## config.mk

```make
export PLATFORM = sky130hd
export DESIGN_NAME = sbw_cfg_slave
export DESIGN_NICKNAME = d
export VERILOG_FILES = /design/src/rtl/sbw_pkg.sv /design/src/rtl/sbw_sync.sv /design/src/rtl/sbw_link.sv /design/src/rtl/sbw_cfg_bank.sv /design/src/rtl/sbw_cfg_slave.sv
export SDC_FILE = /design/constraint.sdc
export NUM_CORES = 1
export LEC_CHECK = 0
export CAP_MARGIN = 0
export CORE_ASPECT_RATIO = 1.1
export CORE_MARGIN = 2
export CORE_UTILIZATION = 50
export CTS_BUF_LIST = sky130_fd_sc_hd__clkbuf_4 sky130_fd_sc_hd__clkbuf_8 sky130_fd_sc_hd__clkbuf_16
export CTS_CLUSTER_SIZE = 8
export DETAILED_ROUTE_END_ITERATION = 6
export DONT_BUFFER_PORTS = 1
export PLACE_DENSITY = 0.72
export SLEW_MARGIN = 15
export SYNTH_ARGS = -nofsm -noshare
export SYNTH_HDL_FRONTEND = slang
export SYNTH_SLANG_ARGS = --single-unit
```

## constraint.sdc

```tcl
create_clock -name clk -period 3.7 [get_ports clk]
set_input_delay 0.74 -clock clk [delete_from_list [all_inputs] [get_ports clk]]
set_output_delay 0.74 -clock clk [all_outputs]
set_load 0.02 [all_outputs]
```

## src/rtl/sbw_pkg.sv

```systemverilog
package sbw_pkg;

  typedef enum logic [2:0] {
    ST_IDLE,
    ST_ADDR,
    ST_CMD,
    ST_CNT,
    ST_DATA,
    ST_DONE
  } sbw_state_e;

  // reset value of each stored configuration slot
  function automatic logic [7:0] cfg_default(input int slot);
    case (slot)
      0:       return 8'h06;
      1:       return 8'hFF;
      2:       return 8'hFE;
      3:       return 8'h02;
      4:       return 8'h07;
      default: return 8'h00;
    endcase
  endfunction

  // bits of each slot that carry a real field
  function automatic logic [7:0] cfg_mask(input int slot);
    case (slot)
      0:       return 8'h0E;
      1:       return 8'hFF;
      2:       return 8'hFE;
      3:       return 8'h03;
      4:       return 8'h07;
      default: return 8'h00;
    endcase
  endfunction

  // legal block length check
  function automatic logic count_ok(input logic [7:0] cnt, input int max_cnt);
    return (cnt != 8'd0) && (int'(cnt) <= max_cnt);
  endfunction

endpackage

```

## src/rtl/sbw_sync.sv

```systemverilog
module sbw_sync #(
  parameter int STAGES = 2,
  parameter int WIDTH  = 2
) (
  input  logic             clk,
  input  logic             rst_n,
  input  logic [WIDTH-1:0] d_i,
  output logic [WIDTH-1:0] q_o
);

  for (genvar b = 0; b < WIDTH; b++) begin : g_bit
    logic [STAGES-1:0] chain;
    always_ff @(posedge clk or negedge rst_n) begin
      if (!rst_n) chain <= '1;
      else        chain <= {chain[STAGES-2:0], d_i[b]};
    end
    assign q_o[b] = chain[STAGES-1];
  end

endmodule

```

## src/rtl/sbw_link.sv

```systemverilog
module sbw_link
  import sbw_pkg::*;
#(
  parameter logic [7:0] DEV_ADDR  = 8'hD2,
  parameter int         MAX_COUNT = 32,
  parameter int         NUM_SLOTS = 8,
  localparam int        IDX_W     = $clog2(NUM_SLOTS),
  localparam int        CNT_W     = $clog2(MAX_COUNT + 1)
) (
  input  logic             clk,
  input  logic             rst_n,
  input  logic             scl_s,
  input  logic             sda_s,
  output logic             wr_en,
  output logic [IDX_W-1:0] wr_idx,
  output logic [7:0]       wr_data,
  output logic             sda_pull
);

  logic       scl_q, sda_q;
  logic       scl_rise, scl_fall, start_det, stop_det;
  sbw_state_e state, nxt_state;
  logic       in_ack, ack_arm, ack_dec;
  logic [2:0] bit_cnt;
  logic [6:0] shreg;
  logic [CNT_W-1:0] remain, data_idx;
  logic       byte_done;
  logic [7:0] rx_byte;

  always_ff @(posedge clk or negedge rst_n) begin
    if (!rst_n) begin
      scl_q <= 1'b1;
      sda_q <= 1'b1;
    end else begin
      scl_q <= scl_s;
      sda_q <= sda_s;
    end
  end

  assign scl_rise  = scl_s & ~scl_q;
  assign scl_fall  = ~scl_s & scl_q;
  assign start_det = scl_s & scl_q & sda_q & ~sda_s;
  assign stop_det  = scl_s & scl_q & ~sda_q & sda_s;

  assign rx_byte   = {shreg, sda_s};
  assign byte_done = scl_rise & ~in_ack & (state != ST_IDLE) & (bit_cnt == 3'd7);

  always_comb begin
    ack_dec   = 1'b0;
    nxt_state = ST_IDLE;
    case (state)
      ST_ADDR: begin
        ack_dec   = (rx_byte == DEV_ADDR);
        nxt_state = ack_dec ? ST_CMD : ST_IDLE;
      end
      ST_CMD: begin
        ack_dec   = 1'b1;
        nxt_state = ST_CNT;
      end
      ST_CNT: begin
        ack_dec   = count_ok(rx_byte, MAX_COUNT);
        nxt_state = ack_dec ? ST_DATA : ST_IDLE;
      end
      ST_DATA: begin
        ack_dec   = 1'b1;
        nxt_state = (remain == CNT_W'(1)) ? ST_DONE : ST_DATA;
      end
      default: begin
        ack_dec   = 1'b0;
        nxt_state = ST_IDLE;
      end
    endcase
  end

  assign wr_en   = byte_done && (state == ST_DATA) && (int'(data_idx) < NUM_SLOTS);
  assign wr_idx  = data_idx[IDX_W-1:0];
  assign wr_data = rx_byte;

  always_ff @(posedge clk or negedge rst_n) begin
    if (!rst_n) begin
      state    <= ST_IDLE;
      in_ack   <= 1'b0;
      ack_arm  <= 1'b0;
      bit_cnt  <= '0;
      shreg    <= '0;
      remain   <= '0;
      data_idx <= '0;
      sda_pull <= 1'b0;
    end else if (start_det || stop_det) begin
      state    <= start_det ? ST_ADDR : ST_IDLE;
      in_ack   <= 1'b0;
      ack_arm  <= 1'b0;
      bit_cnt  <= '0;
      sda_pull <= 1'b0;
    end else begin
      if (byte_done) begin
        state   <= nxt_state;
        ack_arm <= ack_dec;
        bit_cnt <= '0;
        if (state == ST_CNT) begin
          remain   <= rx_byte[CNT_W-1:0];
          data_idx <= '0;
        end else if (state == ST_DATA) begin
          remain   <= remain - CNT_W'(1);
          data_idx <= data_idx + CNT_W'(1);
        end
      end else if (scl_rise && !in_ack && state != ST_IDLE) begin
        shreg   <= {shreg[5:0], sda_s};
        bit_cnt <= bit_cnt + 3'd1;
      end
      if (scl_fall) begin
        if (ack_arm) begin
          sda_pull <= 1'b1;
          in_ack   <= 1'b1;
          ack_arm  <= 1'b0;
        end else if (in_ack) begin
          sda_pull <= 1'b0;
          in_ack   <= 1'b0;
        end
      end
    end
  end

  a_r11_pull_after_fall: assert property (@(posedge clk) disable iff (!rst_n)
    $rose(sda_pull) |-> $past(scl_fall));

  a_r9_stop_releases: assert property (@(posedge clk) disable iff (!rst_n)
    stop_det |=> !sda_pull);

  a_r8_done_no_write: assert property (@(posedge clk) disable iff (!rst_n)
    (state == ST_DONE) |-> !wr_en);

  a_r4_remain_live: assert property (@(posedge clk) disable iff (!rst_n)
    (state == ST_DATA) |-> (remain != '0));

  a_r2_idle_quiet: assert property (@(posedge clk) disable iff (!rst_n)
    (state == ST_IDLE && !in_ack) |-> !sda_pull);

endmodule

```

## src/rtl/sbw_cfg_bank.sv

```systemverilog
module sbw_cfg_bank
  import sbw_pkg::*;
#(
  parameter int  NUM_SLOTS = 8,
  parameter int  NUM_CFG   = 5,
  localparam int IDX_W     = $clog2(NUM_SLOTS)
) (
  input  logic                 clk,
  input  logic                 rst_n,
  input  logic                 wr_en,
  input  logic [IDX_W-1:0]     wr_idx,
  input  logic [7:0]           wr_data,
  output logic [NUM_CFG*8-1:0] cfg_flat
);

  for (genvar s = 0; s < NUM_CFG; s++) begin : g_slot
    logic [7:0] val;
    always_ff @(posedge clk or negedge rst_n) begin
      if (!rst_n)
        val <= cfg_default(s) & cfg_mask(s);
      else if (wr_en && int'(wr_idx) == s)
        val <= wr_data & cfg_mask(s);
    end
    assign cfg_flat[s*8 +: 8] = val;
  end

  a_r5_hold_without_write: assert property (@(posedge clk) disable iff (!rst_n)
    !wr_en |=> $stable(cfg_flat));

endmodule

```

## src/rtl/sbw_cfg_slave.sv

```systemverilog
module sbw_cfg_slave
  import sbw_pkg::*;
#(
  parameter logic [7:0] DEV_ADDR    = 8'hD2,
  parameter int         MAX_COUNT   = 32,
  parameter int         NUM_SLOTS   = 8,
  parameter int         SYNC_STAGES = 2,
  localparam int        NUM_CFG     = 5,
  localparam int        IDX_W       = $clog2(NUM_SLOTS)
) (
  input  logic        clk,
  input  logic        rst_n,
  input  logic        scl_i,
  input  logic        sda_i,
  output logic        sda_pull_o,
  output logic        ssc_en_o,
  output logic        dot_en_o,
  output logic        usb_en_o,
  output logic [12:0] mclk_en_o,
  output logic        agp_en_o,
  output logic [3:0]  pci_en_o,
  output logic        pin_pd_sel_o,
  output logic        mclk133_o
);

  logic [1:0]             bus_s;
  logic                   wr_en;
  logic [IDX_W-1:0]       wr_idx;
  logic [7:0]             wr_data;
  logic [NUM_CFG*8-1:0]   cfg_flat;
  logic [7:0]             s0, s1, s2, s3, s4;

  sbw_sync #(.STAGES(SYNC_STAGES), .WIDTH(2)) sync_i (
    .clk   (clk),
    .rst_n (rst_n),
    .d_i   ({scl_i, sda_i}),
    .q_o   (bus_s)
  );

  sbw_link #(.DEV_ADDR(DEV_ADDR), .MAX_COUNT(MAX_COUNT), .NUM_SLOTS(NUM_SLOTS)) link_i (
    .clk      (clk),
    .rst_n    (rst_n),
    .scl_s    (bus_s[1]),
    .sda_s    (bus_s[0]),
    .wr_en    (wr_en),
    .wr_idx   (wr_idx),
    .wr_data  (wr_data),
    .sda_pull (sda_pull_o)
  );

  sbw_cfg_bank #(.NUM_SLOTS(NUM_SLOTS), .NUM_CFG(NUM_CFG)) bank_i (
    .clk      (clk),
    .rst_n    (rst_n),
    .wr_en    (wr_en),
    .wr_idx   (wr_idx),
    .wr_data  (wr_data),
    .cfg_flat (cfg_flat)
  );

  assign s0 = cfg_flat[7:0];
  assign s1 = cfg_flat[15:8];
  assign s2 = cfg_flat[23:16];
  assign s3 = cfg_flat[31:24];
  assign s4 = cfg_flat[39:32];

  assign ssc_en_o     = s0[3];
  assign dot_en_o     = s0[2];
  assign usb_en_o     = s0[1];
  assign mclk_en_o    = {s2[6:2], s1};
  assign agp_en_o     = s2[7];
  assign pci_en_o     = {s4[2:0], s2[1]};
  assign pin_pd_sel_o = s3[1];
  assign mclk133_o    = s3[0];

  logic unused_reserved;
  assign unused_reserved = ^{s0[7:4], s0[0], s2[0], s3[7:2], s4[7:3]};

endmodule

```

# Yosys cells after proc, flatten, opt, wreduce, memory -nomap -nowiden
# Cells that the tools add are included.
[word_totals]
reg_bits = 57
wordCells = 100
output_inout_bits = 24
inputBits = 4
[classes]
add_sub_neg = 3
bitwise = 17
magnitude_cmp = 2
reduce_logical = 24
muxes = 26
n_eq_ne = 11
[op_table]
columns = ["cell", "count"]
rows = [
  ["6-bit 2-to-1 mux", 4],
  ["3-bit 2-to-1 mux", 6],
  ["3-bit equality test, second input constant", 5],
  ["1-bit 2-to-1 mux", 13],
  ["3-bit case mux with 4 select lines", 1],
  ["1-bit bitwise AND", 10],
  ["1-bit logical AND", 10],
  ["3-bit by 2-bit equality test with 1-bit output, second input constant", 3],
  ["3-bit nonzero test", 3],
  ["8-bit equality test, second input constant", 1],
  ["8-bit by 6-bit <= comparator with 1-bit output, second input constant", 1],
  ["8-bit nonzero test", 1],
  ["1-bit inverter", 7],
  ["6-bit by 1-bit adder with 6-bit output, second input constant", 1],
  ["6-bit by 1-bit equality test with 1-bit output, second input constant", 1],
  ["6-bit by 4-bit < comparator with 1-bit output, second input constant", 1],
  ["3-bit AND reduction", 2],
  ["2-bit nonzero test", 3],
  ["6-bit by 1-bit subtractor with 6-bit output, second input constant", 1],
  ["3-bit by 1-bit adder with 3-bit output, second input constant", 1],
  ["3-bit by 1-bit equality test with 1-bit output, second input constant", 1],
  ["3-bit logical NOT", 1],
  ["1-bit case mux with 3 select lines", 1],
  ["2-bit 2-to-1 mux", 1],
  ["other kinds (4)", 4],
]

# Depth between registers and ports, before layout
# Gate-level depths: netlist (run 1).
[depth]
depth_word = 9
ltp_mapped = 7

# Hierarchy
# From an unflattened synthesis (run 1), not the netlist that was laid out.
[hier_totals]
cells_unflattened = 249
hier_area_um2 = 2886.5
[modules_own_cells]
columns = ["module", "seq_area_each_um2", "instances", "area_each_um2", "cells_per_inst"]
rows = [
  ["sbw_link", 753.2, 1, 1662.8, 172],
  ["sbw_cfg_bank", 601.8, 1, 1103.6, 71],
  ["sbw_sync", 105.1, 1, 120.1, 6],
]

# Worst setup path after synthesis (run 1)
# Ideal clock, no wire load.
[synth_path]
path_type = "reg-to-reg"
from = "register link_i.bit_cnt[0]"
to = "register bank_i.g_slot[0].val[3]"
setup_ps = 125
required_time_ps = 3575
stages_incl_launch_ff = 8
arrival_time_ps = 1769
setup_slack_ps = 1806
path_buffers = 1
path_cell_list = "dfrtp_1 -> ha_1 -> ha_1 -> and4bb_2 -> and3_1 -> buf_6 -> and3_4 -> mux2_4"
[synth_between]
elab_chain_len = 5
[synth_rtl]
columns = ["item", "line_no", "text"]
rows = [
  ["start: declaration", "sbw_link.sv:24", "logic [2:0] bit_cnt;"],
  ["start signal: assignment", "sbw_link.sv:109", "bit_cnt <= bit_cnt + 3'd1;"],
  ["3-bit equality test", "sbw_link.sv:46", "assign byte_done = scl_rise & ~in_ack & (state != ST_IDLE) & (bit_cnt == 3'd7);"],
  ["1-bit bitwise AND", "sbw_link.sv:46", ""],
  ["1-bit logical AND (2 in a row)", "sbw_link.sv:75", "assign wr_en = byte_done && (state == ST_DATA) && (int'(data_idx) < NUM_SLOTS);"],
  ["1-bit logical AND", "sbw_cfg_bank.sv:21", "else if (wr_en && int'(wr_idx) == s)"],
  ["end signal: assignment", "sbw_cfg_bank.sv:20", "val <= cfg_default(s) & cfg_mask(s);"],
  ["end signal: assignment", "sbw_cfg_bank.sv:22", "val <= wr_data & cfg_mask(s);"],
  ["end: declaration", "sbw_cfg_bank.sv:17", "logic [7:0] val;"],
]
# Every way passes these cells.
# A chain may end at the register's enable or synchronous reset.

# Worst setup path after layout (run 1)
# Ends and elaborated chain as after synthesis.

==> results.cfg, run 1 <==
[pwr]
max-vdd-ir-drop_v = 0.000389
p_per_area_nw_per_um2 = 512
p_leak_nw = 1.23
power.total_w = 0.00154

[floorplanning]
chipHeight_um = 81.7
coreArea_sq_um = 5330
die_w_um = 74.7
floorplan.die_area_sq_um = 6100
start_util_pct = 51.6
rows = 28
io_pins = 28

[place]
gp_congestion = 0.880
post-place-ws_ps = 1710
placement.io_buffers = 0
dp.final_hpwl_um = 3500

[global_routing]
grt_max_degree = 58
grt_pass1_vias = 1791
grt_pass1_wl_um = 9020
gr-total-overflow = 0
antenna_found_initial = 0
grt_usage_pct = 20.3

[cts]
cts.clk_slew.worst_paths_ps = 70
numCtsBuffers = 9
cts_resized = 0
cts-root-buf = clkbuf_8
cts_buffer_depth = 2
cts_hold_buf = 0
clkLatencyLatePin_ps = 350
cts_tree = yes
htreeDepth = 3
cts_setup_buffers = 0
clock-sinks = 57

[sta]
post-route-period-util_pct = 53.6
rsz0062_at_grt = false
setup_slack_ps = 1720
relSlewSlack_pct = 56.7
setup_violations = 0
max_freq_mhz = 504
tns_ps = 0
worst_pin_slew_ps = 647
final_max_slew_viol_count = 0
final-hold-violation-count = 0
min_period_ps = 1980
skew_ps = 7.99

[synth]
synth_fp_nets = 242
yosysSeqAreaShare_pct = 53.2
synth_top_family_by_area = simple AND/OR/NAND/NOR gates
yosysWarnings = 0
synth_area_sq_um = 2750
yosys_register_bits = 57
syn-instance-count = 229
muxShareOfSynthArea_pct = 13.8
avgSynthCellArea_sq_um = 12.0
yosys.area_share.adder_pct = 4.10
synth-edff-count = 0
synthSimpleGateAreaFrac_pct = 15.6
synth-compound-area-share_pct = 9.70
synthArstFlopShare_pct = 100
synth_cell_type_count = 52
synth-main-ff-cell = dfrtp_1
synth_xor_xnor_area_share_pct = 0.638

[routing]
wire_per_inst_um = 16.9
drc = 0
routed_wl_um = 5230
vias = 1780
drt_pass1_iterations = 4
drt_iter0_drc = 92
ant_nets = 0
avgViaCountPerCell = 5.74

[run_status]
outcome = finished clean

[cells_and_area]
nFillCells = 462
n_antenna_cell = 0
area_growth_pct = 9.38
fin_nets = 243
drive_gt1_share_pct = 35.7

[job]
maxCapViolations = 0

[critical_path]
arrival_ps = 2220
worstPathRequired_ps = 3940
start_kind = flip-flop
path_class = flip-flop to flip-flop
cp_max_fo = 6
end_kind = flip-flop

[worst_hold_path]
min_path_type = input pin to asynchronous set/reset pin
-- sequential cells by signal, summed over array words and instances, names as in the netlist --
register and count:
bank_i.g_slot.val 23, link_i.shreg 7, link_i.data_idx 6, link_i.remain 6, sync_i.g_bit.chain 4, link_i.bit_cnt 3
link_i.state 3, link_i.ack_arm 1, link_i.in_ack 1, link_i.scl_q 1, link_i.sda_pull 1, link_i.sda_q 1
-- stage by stage --
step	cells	utilization (%)	area, sq um	hold WS, ps
floorplan	229	-	2750	345
global placement	294	52.2	2780	346
detailed placement	294	52.2	2780	348
CTS	310	56.4	3000	65.6
global route	310	56.4	3000	61.5
finish	310	56.4	3000	78.4
-- worst max-delay path: stages, from the launching register on --
cell	delay (ps)
dfrtp_1	380
ha_1	160
ha_1	170
and4bb_2	290
and3_1	320
and3_4	260
mux2_4	310
-- area by class of cell --
type / instances / area (sq um) / share of cell area (%)
multi-input combinational: 157 / 1210 / 40.2
inverter: 5 / 18.8 / 0.625
tap: 75 / 93.8 / 3.12
sequential: 57 / 1460 / 48.6
clock inverter: 7 / 101 / 3.37
clock buffer: 9 / 124 / 4.12
-- power breakdown --
part	internal [W]	switching, W	leakage, nW	total, W
combinational	0.0000634	0.0000391	0.449	0.000102
clock	0.000384	0.000271	0.106	0.000655
sequential	0.000679	0.0000995	0.677	0.000779
total	0.00113	0.000410	1.23	0.00154
-- cell usage after synthesis (all sizes together), types with 2 or more instances --
| library cell | instances | area share, % |
|---|---|---|
| nor4 | 2 | 0.46 |
| mux2i | 2 | 0.73 |
| or2 | 2 | 0.46 |
| clkbuf | 3 | 0.41 |
| inv | 5 | 0.68 |
| mux2 | 30 | 13 |
| o21ai | 10 | 1.8 |
| dfrtp | 30 | 27 |
| a21oi | 16 | 2.9 |
| nand3 | 8 | 1.5 |
| dfstp | 27 | 26 |
| and3 | 5 | 1.5 |
| nand2 | 19 | 2.8 |
| buf | 7 | 1.8 |
| nor3 | 4 | 0.73 |
| nor2 | 9 | 1.2 |
| nor4b | 3 | 0.96 |
| o211ai | 3 | 1.0 |
| ha | 9 | 4.1 |
| a2bb2oi | 2 | 0.64 |
| o22a | 2 | 0.64 |
| nor2b | 3 | 0.68 |
| or3 | 6 | 1.5 |
-- per-layer routing --
layer | global-route usage [%] | wire length (um)
met3 | 6.87 | 228
met5 | 0 | 0
met1 | 26.1 | 2360
met4 | 8.57 | 98
met2 | 31.3 | 2540
-- worst paths after layout --
check                      depth (start not counted)                      from  slack (ps)                       end
max in group asynchronous                          0                     rst_n        3420  sync_i.g_bit[0].chain[0]
hold / removal                                     0                     rst_n          80   bank_i.g_slot[3].val[0]
setup reg to reg                                   6         link_i.bit_cnt[0]        1720   bank_i.g_slot[0].val[3]
hold reg to reg                                    0  sync_i.g_bit[0].chain[0]         360  sync_i.g_bit[0].chain[1]
min in group clk                                   0  sync_i.g_bit[0].chain[0]         360  sync_i.g_bit[0].chain[1]
setup / recovery                                   6         link_i.bit_cnt[0]        1720   bank_i.g_slot[0].val[3]
-- cell usage in the layout, fill, tap and decap left out, types with 2 or more instances in the layout --
cell        count
nor4_1          2
dfstp_2        27
a2bb2oi_1       2
and3_1          3
a21oi_1        16
or3_1           5
nor4b_1         3
o211ai_1        2
nand2_1        17
nand2_2         2
inv_6           2
dfrtp_1        30
nor2_1          9
clkinvlp_4      2
nor3_1          4
inv_1           5
o21ai_0        10
mux2i_1         2
and3_4          2
bufinv_16       2
nor2b_1         3
nand3_1         8
mux2_4          6
or2_2           2
ha_1            9
clkbuf_8        9
o22a_1          2
mux2_2         24
-- cell families after synthesis --
kind of cell / count (synthesis)
multiplexers: 32
XOR/XNOR: 2
AO/OA/AOI/OAI: 42
buffers and inverters: 15
adder cells (fa/ha/maj): 9
AND/OR/NAND/NOR: 72
flip-flops: 57
(Power assumes the default switching activity.)
==> run 2, diff against run 1 <==
clock period = 1.95 ns   (was 3.7 ns; I/O delays follow)
==> run 2 against run 1 <==
  * Largest cell class unchanged
  * Sequential share of layout area shrank 2.2 points
  * Final cell count up 4.2%
  * Sequential power increased by 85%
  * Global-route usage is 0.88 points higher
  * Non-clock buffer count grew 13
  * Critical endpoint is now bank_i.g_slot[2].val[7]
==> results.cfg, run 2 (synthesized netlist as in run 1, its figures left out) <==
[floorplanning]
coreArea_sq_um = 5330
rows = 28
chipHeight_um = 81.7
io_pins = 28
floorplan.die_area_sq_um = 6100
start_util_pct = 51.6
die_w_um = 74.7

[pwr]
p_sw_share_pct = 26.3
seqPwrFrac_pct = 50.1
max-vdd-ir-drop_v = 0.000650
p_per_area_nw_per_um2 = 912
power.share.clock_pct = 39.1
internal_power_w = 0.00211
power.switching_w = 0.000755
p_leak_nw = 1.33
p_comb_share_pct = 10.8

[critical_path]
reg2reg_from = link_i.state[1]
worstRegToRegCells = 5
max_stage_delay_ps = 500
start_kind = flip-flop
crit_chain = or3_4, and3_4, buf_4, nand2_4, mux2_2
path_class = flip-flop to flip-flop
cp_max_fo = 9
ff2ff_setup_slack_ps = 90
arrival_ps = 2120
end_kind = flip-flop
worstPathRequired_ps = 2210
reg2reg_to = bank_i.g_slot[2].val[7]
cp_slowest_cell = dfrtp_1

[global_routing]
grt_pass1_vias = 1918
antenna_found_initial = 0
grt_usage_pct = 21.2
grt_pass1_wl_um = 9390
gr-total-overflow = 0
grt_max_degree = 58

[sta]
final_max_slew_viol_count = 0
relSlewSlack_pct = 60.7
final-hold-violation-count = 0
worst_pin_slew_ps = 582
setup_slack_ps = 86.3
setup_violations = 0
tns_ps = 0
max_freq_mhz = 537
post-route-period-util_pct = 95.6
skew_ps = 10.4
min_period_ps = 1860

[cells_and_area]
area_growth_pct = 14.5
largest_register = bank_i.g_slot.val
drive_gt1_share_pct = 39.9
largest_reg_flops = 23
layout_common_cells = 30 x dfrtp_1, 27 x dfstp_2, 24 x mux2_2
fin_cells = 323
fin_nets = 256
top_regs = bank_i.g_slot.val (23), link_i.shreg (7)
nFillCells = 474
final_common_cell = dfrtp_1
n_antenna_cell = 0

[routing]
drt_iter0_drc = 180
routed_wl_um = 5570
drt_pass1_iterations = 4
wire_per_inst_um = 17.2
avgViaCountPerCell = 5.68
ant_nets = 0
vias = 1835
drc = 0

[cts]
cts_buffer_depth = 2
cts-root-buf = clkbuf_8
clock-sinks = 57
cts.clk_slew.worst_paths_ps = 60
numCtsBuffers = 9
cts_tree = yes
htreeDepth = 3
clkLatencyLatePin_ps = 340

[place]
gp_congestion = 0.861
placement.io_buffers = 0
post-place-ws_ps = -13.0
dpl.cell_count = 304
dp.final_hpwl_um = 3660

[run_status]
outcome = finished clean

[worst_hold_path]
min_path_type = input pin to flip-flop
holdPathStages = 0
holdPathEnd = sync_i.g_bit[1].chain[0]
min-delay-start = scl_i

[job]
maxCapViolations = 0
-- run 2: how the worst max path moves through the flow --
stage	start	slack (ps)	end
2_1_floorplan	link_i.bit_cnt[0]	60	bank_i.g_slot[0].val[3]
3_3_place_gp	link_i.bit_cnt[0]	30	bank_i.g_slot[1].val[3]
3_5_place_dp	link_i.bit_cnt[0]	-10	bank_i.g_slot[1].val[1]
4_1_cts	link_i.bit_cnt[0]	-5	bank_i.g_slot[1].val[1]
5_1_grt	link_i.data_idx[2]	-20	bank_i.g_slot[2].val[1]
6_report	link_i.state[1]	90	bank_i.g_slot[2].val[7]
-- run 2: layer usage --
metal	up-vias	GRT usage [%]	routed length (um)
met3	10	6.13	176
li1	864	-	-
met5	-	0	0
met1	925	26.0	2390
met2	36	34.0	2890
met4	0	10.7	113
-- run 2: final cells by class --
type	count	area (sq um)	share of cell area, %
flip-flops and latches	57	1460	46.4
multi-input cells	157	1250	39.7
clock buffers	13	160	5.09
repair buffers	13	120	3.82
well taps	75	93.8	2.98
clock inverters	3	42.5	1.35
inverters	5	18.8	0.597
-- run 2: critical path, delay by kind of cell, from the launching register on --
kind / cells / cell delay [ps]
AND/OR/NAND/NOR: 3 / 800
multiplexers: 1 / 340
buffers and inverters: 1 / 140
flip-flops: 1 / 500
-- run 2: through the flow --
| stage | hold slack, ps | util [%] | area [sq um] | power (W) |
|---|---|---|---|---|
| floorplan | 94.4 | - | 2750 | 0.00159 |
| global placement | 96.7 | 53.6 | 2850 | 0.00171 |
| detailed placement | 96.7 | 53.6 | 2850 | 0.00172 |
| CTS | 29.7 | 58.1 | 3100 | 0.00289 |
| global route | 26.4 | 59.0 | 3140 | 0.00300 |
| finish | 51.8 | 59.0 | 3140 | 0.00287 |
-- run 2: repair_timing --
| action | 4_1_cts | 5_1_grt |
|---|---|---|
| endpoints found under the hold margin | 57 | 0 |
| endpoints found under the setup margin | 15 | 24 |
| setup buffers | 0 | 1 |
| resized for setup | 1 | 8 |
| pin swaps | 0 | 3 |
| hold buffers | 2 | 0 |
-- run 2: power by group through the flow --
| stage | clock network [W] | logic, W | registers, W |
|---|---|---|---|
| 6_report | 0.00112 | 0.000310 | 0.00144 |
| 3_3_place_gp | 0 | 0.000265 | 0.00145 |
| 4_1_cts | 0.00115 | 0.000306 | 0.00143 |
| 5_1_grt | 0.00120 | 0.000346 | 0.00146 |
| 2_1_floorplan | 0 | 0.000195 | 0.00140 |
| 3_5_place_dp | 0 | 0.000272 | 0.00145 |
